<file path="src/rtl/dcd_pkg.sv">
package dcd_pkg;
  localparam int NUM_CH = 2;

  typedef enum logic [2:0] {
    OP_SUB     = 3'b000,
    OP_LD_A    = 3'b001,
    OP_LDA_UPD = 3'b010,
    OP_LD_ALL  = 3'b011,
    OP_RECALL  = 3'b100,
    OP_LD_B    = 3'b101,
    OP_LDB_UPD = 3'b110,
    OP_SD_ALL  = 3'b111
  } op_e;

  typedef enum logic [2:0] {
    SUB_NOP    = 3'b000,
    SUB_RCL_A  = 3'b001,
    SUB_USR_LO = 3'b010,
    SUB_USR_HI = 3'b011,
    SUB_MODE   = 3'b100,
    SUB_RCL_B  = 3'b101,
    SUB_SD_A   = 3'b110,
    SUB_SD_B   = 3'b111
  } sub_e;

  typedef struct packed {
    logic load_in;
    logic load_out;
    logic out_new;   // output takes word data instead of staged value
    logic sd_set;
  } ch_ctl_t;
endpackage

</file>
<file path="src/rtl/dcd_lock_sync.sv">
module dcd_lock_sync #(
  parameter int STAGES = 2
) (
  input  logic clk_i,
  input  logic rst_ni,
  input  logic lock_ni,
  output logic lock_o,
  output logic fall_o
);
  logic [STAGES-1:0] sync_q;
  logic              lock_d;

  always_ff @(posedge clk_i or negedge rst_ni) begin
    if (!rst_ni) begin
      sync_q <= '0;
      lock_d <= 1'b0;
    end else begin
      sync_q <= {sync_q[STAGES-2:0], lock_ni};
      lock_d <= sync_q[STAGES-1];
    end
  end

  assign lock_o = sync_q[STAGES-1];
  assign fall_o = lock_d & ~lock_o;
endmodule

</file>
<file path="src/rtl/dcd_decode.sv">
module dcd_decode
  import dcd_pkg::*;
#(
  parameter int DATA_W = 12
) (
  input  logic                 valid_i,
  input  logic [DATA_W+3:1]    word_i,
  input  logic                 lock_i,
  output ch_ctl_t [NUM_CH-1:0] ctl_o,
  output logic [DATA_W-1:0]    data_o,
  output logic                 user_set_o,
  output logic                 user_clr_o,
  output logic                 mode_wr_o,
  output logic                 mode_val_o
);
  localparam int WORD_W = DATA_W + 4;

  op_e  op;
  sub_e sub;

  assign op         = op_e'(word_i[WORD_W-1:WORD_W-3]);
  assign sub        = sub_e'(word_i[DATA_W:DATA_W-2]);
  assign data_o     = word_i[DATA_W:1];
  assign mode_val_o = word_i[DATA_W-3];

  always_comb begin
    ctl_o      = '0;
    user_set_o = 1'b0;
    user_clr_o = 1'b0;
    mode_wr_o  = 1'b0;
    if (valid_i) begin
      case (op)
        OP_LD_A: ctl_o[0].load_in = 1'b1;
        OP_LD_B: ctl_o[1].load_in = 1'b1;
        OP_LDA_UPD: begin
          ctl_o[0].load_in  = 1'b1;
          ctl_o[0].out_new  = 1'b1;
          ctl_o[0].load_out = 1'b1;
          ctl_o[1].load_out = 1'b1;
        end
        OP_LDB_UPD: begin
          ctl_o[1].load_in  = 1'b1;
          ctl_o[1].out_new  = 1'b1;
          ctl_o[1].load_out = 1'b1;
          ctl_o[0].load_out = 1'b1;
        end
        OP_LD_ALL: begin
          for (int i = 0; i < NUM_CH; i++) begin
            ctl_o[i].load_in  = 1'b1;
            ctl_o[i].out_new  = 1'b1;
            ctl_o[i].load_out = 1'b1;
          end
        end
        OP_RECALL: begin
          for (int i = 0; i < NUM_CH; i++) ctl_o[i].load_out = 1'b1;
        end
        OP_SD_ALL: begin
          for (int i = 0; i < NUM_CH; i++) ctl_o[i].sd_set = lock_i;
        end
        default: begin
          case (sub)
            SUB_RCL_A:  ctl_o[0].load_out = 1'b1;
            SUB_RCL_B:  ctl_o[1].load_out = 1'b1;
            SUB_SD_A:   ctl_o[0].sd_set   = lock_i;
            SUB_SD_B:   ctl_o[1].sd_set   = lock_i;
            SUB_USR_LO: user_clr_o        = 1'b1;
            SUB_USR_HI: user_set_o        = 1'b1;
            SUB_MODE:   mode_wr_o         = 1'b1;
            default: ;
          endcase
        end
      endcase
    end
  end
endmodule

</file>
<file path="src/rtl/dcd_channel.sv">
module dcd_channel
  import dcd_pkg::*;
#(
  parameter int DATA_W = 12
) (
  input  logic              clk_i,
  input  logic              rst_ni,
  input  ch_ctl_t           ctl_i,
  input  logic              wake_i,
  input  logic [DATA_W-1:0] data_i,
  output logic [DATA_W-1:0] out_o,
  output logic              sd_o
);
  logic [DATA_W-1:0] in_q, out_q;
  logic              sd_q;

  always_ff @(posedge clk_i or negedge rst_ni) begin
    if (!rst_ni) begin
      in_q  <= '0;
      out_q <= '0;
      sd_q  <= 1'b0;
    end else begin
      if (ctl_i.load_in) in_q <= data_i;
      if (ctl_i.load_out) out_q <= ctl_i.out_new ? data_i : in_q;
      if (ctl_i.load_out || wake_i) sd_q <= 1'b0;
      else if (ctl_i.sd_set)        sd_q <= 1'b1;
    end
  end

  assign out_o = out_q;
  assign sd_o  = sd_q;

  a_r10_update_wakes: assert property (@(posedge clk_i) disable iff (!rst_ni)
    ctl_i.load_out |=> !sd_q);

  a_r7_out_frozen_in_sd: assert property (@(posedge clk_i) disable iff (!rst_ni)
    (sd_q && $past(sd_q)) |-> $stable(out_q));

  a_r7_sd_keeps_input: assert property (@(posedge clk_i) disable iff (!rst_ni)
    (ctl_i.sd_set && !ctl_i.load_in) |=> $stable(in_q));
endmodule

</file>
<file path="src/rtl/dac_cmd_decoder.sv">
module dac_cmd_decoder
  import dcd_pkg::*;
#(
  parameter int DATA_W      = 12,
  parameter int SYNC_STAGES = 2
) (
  input  logic              clk_i,
  input  logic              rst_ni,
  input  logic              clr_ni,
  input  logic              lock_ni,
  input  logic [DATA_W+3:0] word_i,
  input  logic              word_valid_i,
  output logic [DATA_W-1:0] out_a_o,
  output logic [DATA_W-1:0] out_b_o,
  output logic              sd_a_o,
  output logic              sd_b_o,
  output logic              user_o,
  output logic              mode_rise_o
);
  localparam int WORD_W = DATA_W + 4;

  logic rst_n;
  assign rst_n = rst_ni & clr_ni;

  // trailing bit of the word carries no meaning
  logic s0_unused;
  assign s0_unused = word_i[0];

  logic [WORD_W-1:1] cmd_q;
  logic              vld_q;

  always_ff @(posedge clk_i or negedge rst_n) begin
    if (!rst_n) begin
      cmd_q <= '0;
      vld_q <= 1'b0;
    end else begin
      vld_q <= word_valid_i;
      if (word_valid_i) cmd_q <= word_i[WORD_W-1:1];
    end
  end

  logic lock_s, lock_fall;

  dcd_lock_sync #(.STAGES(SYNC_STAGES)) u_sync (
    .clk_i   (clk_i),
    .rst_ni  (rst_n),
    .lock_ni (lock_ni),
    .lock_o  (lock_s),
    .fall_o  (lock_fall)
  );

  ch_ctl_t [NUM_CH-1:0] ctl;
  logic [DATA_W-1:0]    data;
  logic                 user_set, user_clr, mode_wr, mode_val;

  dcd_decode #(.DATA_W(DATA_W)) u_dec (
    .valid_i    (vld_q),
    .word_i     (cmd_q),
    .lock_i     (lock_s),
    .ctl_o      (ctl),
    .data_o     (data),
    .user_set_o (user_set),
    .user_clr_o (user_clr),
    .mode_wr_o  (mode_wr),
    .mode_val_o (mode_val)
  );

  logic [DATA_W-1:0] out_arr [NUM_CH];
  logic [NUM_CH-1:0] sd_arr;

  for (genvar c = 0; c < NUM_CH; c++) begin : g_ch
    dcd_channel #(.DATA_W(DATA_W)) u_ch (
      .clk_i  (clk_i),
      .rst_ni (rst_n),
      .ctl_i  (ctl[c]),
      .wake_i (lock_fall),
      .data_i (data),
      .out_o  (out_arr[c]),
      .sd_o   (sd_arr[c])
    );

    a_r8_sd_needs_lock: assert property (@(posedge clk_i) disable iff (!rst_n)
      $rose(sd_arr[c]) |-> $past(lock_s));
  end

  logic user_q, mode_q;

  always_ff @(posedge clk_i or negedge rst_n) begin
    if (!rst_n) begin
      user_q <= 1'b0;
      mode_q <= 1'b0;
    end else begin
      if (user_set)      user_q <= 1'b1;
      else if (user_clr) user_q <= 1'b0;
      if (mode_wr) mode_q <= mode_val;
    end
  end

  assign out_a_o     = out_arr[0];
  assign out_b_o     = out_arr[1];
  assign sd_a_o      = sd_arr[0];
  assign sd_b_o      = sd_arr[1];
  assign user_o      = user_q;
  assign mode_rise_o = mode_q;

  a_r9_fall_wakes: assert property (@(posedge clk_i) disable iff (!rst_n)
    lock_fall |=> (sd_arr == '0));

  a_r11_user_needs_cmd: assert property (@(posedge clk_i) disable iff (!rst_n)
    $changed(user_q) |-> $past(vld_q));

  a_r12_mode_needs_cmd: assert property (@(posedge clk_i) disable iff (!rst_n)
    $changed(mode_q) |-> $past(vld_q));
endmodule

</file>
<file path="config.mk">
export PLATFORM = sky130hd
export DESIGN_NAME = dac_cmd_decoder
export DESIGN_NICKNAME = d
export VERILOG_FILES = /design/src/rtl/dcd_pkg.sv /design/src/rtl/dcd_lock_sync.sv /design/src/rtl/dcd_decode.sv /design/src/rtl/dcd_channel.sv /design/src/rtl/dac_cmd_decoder.sv
export SDC_FILE = /design/constraint.sdc
export NUM_CORES = 1
export LEC_CHECK = 0
export BUFFER_PORTS_ARGS = -buffer_cell sky130_fd_sc_hd__buf_2
export CAP_MARGIN = 5
export CORE_AREA = 2 2 98 72
export CTS_BUF_LIST = sky130_fd_sc_hd__clkbuf_4 sky130_fd_sc_hd__clkbuf_8
export DETAILED_ROUTE_END_ITERATION = 12
export DIE_AREA = 0 0 100 74
export MAX_ROUTING_LAYER = met4
export PLACE_DENSITY = 0.69
export SLEW_MARGIN = 20
export SYNTH_ARGS = -nofsm -noshare
export SYNTH_HDL_FRONTEND = slang
export SYNTH_SLANG_ARGS = --single-unit
</file>
<file path="constraint.sdc">
create_clock -name clk_i -period 5.9 [get_ports clk_i]
set_input_delay 0.885 -clock clk_i [delete_from_list [all_inputs] [get_ports clk_i]]
set_output_delay 0.885 -clock clk_i [all_outputs]
set_load 0.02 [all_outputs]
</file>
==> impl_metrics.yaml <==
outcome:
  run_status: "complete, no violations"
place:
  dp.cells: 325
  portBuffers: 47
  dp_hpwl_um: 3504
  gp_congestion: 0.7496
  place_area_um2: 3410
  dp_slack_ns: 3.796
routing:
  postRouteAntennaNets: 0
  routed_via_density: 5.276
  drt-initial-drc-count: 59
  drcViolationCount: 0
  drt_pass1_iterations: 4
  finalWirelength_um: 5410
  wl_per_cell_um: 15.87
  vias: 1799
floorplanning:
  core_um2: 6506
  die_h_um: 74
  die_w_um: 100
  boundaryPins: 49
  start_util_pct: 48.04
  rows: 25
  design.die.area_um2: 7400
timing:
  fmax_mhz: 473.7
  hold_slack_ns: 0.3506
  period_needed_ns: 2.111
  worst_slack_ns: 3.789
  worst-slew-pin-transition_ns: 0.9866
  fin_skew_ns: 0.009361
  setup_violations: 0
  slew_headroom_pct: 34.22
  rsz0062_at_grt: "false"
  final_hold_viol_count: 0
  tns_ns: 0
  min_period_over_period_pct: 35.78
  final-max-slew-violation-count: 0
global_routing:
  overflow: 0
  grt_max_degree: 72
  antenna_found_initial: 0
  grt_pass1_vias: 1822
  grt_use_total_pct: 17.13
  grt_pass1_wl_um: 9032
cts:
  insertion_delay_ns: 0.35
  root_buffer: "clkbuf_8"
  cts_buffer_depth: 2
  hold_buffers: 0
  ctsResizeCount: 0
  cts_tree: "yes"
  cts.sinks: 71
  cts.clk_slew.worst_paths_ns: 0.07
  postCtsSetupRepairBufs: 0
  ctsHtreeMaxLevel: 3
  numCtsBuffers: 9
setup_path:
  crit_required_ns: 6.13
  cpPeakStageDelay_ns: 0.62
  start_kind: "flip-flop"
  critical_path_class: "reg -> reg"
  crit_chain: "a21oi_1 -> o21ai_1 -> buf_4 -> mux2_2"
  arrival_ns: 2.34
  crit_fanout: 10
  crit_buf_inv: 1
  crit_family: "compound AO/OA/AOI/OAI gates"
  critical_path.endpoint_type: "flip-flop"
  crit_slowest_cell: "o21ai_1"
final_layout:
  multi_input_area_um2: 1266
  nets: 276
  drive_gt1_share_pct: 59.23
  fin_cells: 341
  seq_area_um2: 1777
  final_cell_area_um2: 3674
  diodes: 0
  area_growth_pct: 17.53
  nFillCells: 556
  fin_util_pct: 56.46
synth:
  syn_nets: 228
  synth_common_cells: "dfrtp_1, mux2_2, mux2_4, buf_2, o21ai_0"
  synth-compound-area-share_pct: 2.402
  netlist_area_um2: 3125
  synth_top_family_by_area: "multiplexers"
  synth-edff-count: 0
  synth_mux_area_share_pct: 33.27
  synth.distinct_cells: 31
  ys_seq_area_share_pct: 56.85
  yosys.area.top_type: "dfrtp_1"
  synthArstFlopShare_pct: 100.0
  ys.flop_type: "dfrtp_1"
  yosys.area.top_type_share_pct: 56.85
  syn_avg_cell_area_um2: 15.10
  synth_xor_area_share_pct: 0.5604
  ys_top_cells_by_area: "dfrtp_1, mux2_2, mux2_4"
  yosys.area_share.simple_pct: 4.123
  syn_inst: 207
  synth-adder-area-share_pct: 0
  synth_warnings: 0
  post-synth-top-count-cell: "dfrtp_1"
  synth-seq-cells: 71
run:
  cap_violations: 0
power:
  ir_drop_uv: 193.7
  p_total_mw: 1.720
  power_density_nw_per_um2: 468.1
  leakage_nw: 1.748
hold_path:
  hold_class: "reg -> reg"
==> registers in the layout (all words and copies together), names as in the netlist <==
name,flops
mode_rise_o,1
g_ch.u_ch.out_o,24
u_sync.sync_q,2
cmd_q,15
g_ch.u_ch.in_q,24
u_sync.lock_d,1
vld_q,1
g_ch.u_ch.sd_o,2
user_o,1
==> cell families (layout without fill, tap and decap cells) <==
logic type,after synthesis,in the layout
AND/OR/NAND/NOR,20,20
AO/OA/AOI/OAI,13,13
flip-flops,71,71
XOR/XNOR,2,2
multiplexers,86,86
buffers and inverters,15,68
==> area by class of cell <==
| cell class | instances | share of cell area (%) |
|---|---|---|
| flip-flops and latches | 71 | 48.37 |
| multi-input cells | 121 | 34.47 |
| repair buffers | 50 | 7.016 |
| clock inverters | 6 | 3.610 |
| clock buffers | 10 | 3.576 |
| well taps | 81 | 2.759 |
| inverters | 2 | 0.2044 |
==> path summary, 6_finish.rpt <==
kind	startpoint	cells after the start	to	slack (ns)
min	u_sync.sync_q[0]	0	u_sync.sync_q[1]	0.35
min reg2reg	u_sync.sync_q[0]	0	u_sync.sync_q[1]	0.35
max	cmd_q[13]	4	g_ch[1].u_ch.out_o[1]	3.79
min in group asynchronous	clr_ni	3	g_ch[1].u_ch.in_q[1]	0.84
max in group asynchronous	rst_ni	3	g_ch[1].u_ch.in_q[7]	4.46
max reg2reg	cmd_q[13]	4	g_ch[1].u_ch.out_o[1]	3.79
==> per-layer routing <==
layer  routed length [µm]  global-route usage (%)  vias to the layer above
met2                 2388                   25.60                       43
li1                     -                       -                      837
met3                  254                   5.827                       12
met4                   93                   7.306                        0
met1                 2673                   21.57                      907
met5                    0                       -                        -
==> placed cells by master, fill, tap and decap left out, drive strengths merged, types with 2 or more instances in the layout <==
cell type | synthesis | routed
and3 | 3 | 3
dfrtp | 71 | 71
nand3 | 3 | 3
clkbuf | 3 | 10
nand2 | 4 | 4
inv | 2 | 2
bufinv | 0 | 4
o21ai | 8 | 8
mux2 | 86 | 86
buf | 10 | 50
a21o | 2 | 2
==> power by group <==
group / switching (mW) / internal, mW / total [mW]
Combinational: 0.228 / 0.263 / 0.491
Sequential: 0.0871 / 0.638 / 0.725
Clock: 0.177 / 0.327 / 0.504
==> worst register-to-register path, stage by stage, from the launching register on <==
cell,delay [ns]
dfrtp_1,0.56
a21oi_1,0.18
o21ai_1,0.62
buf_4,0.30
mux2_2,0.35
No activity file was read; power rests on OpenSTA's default activity.
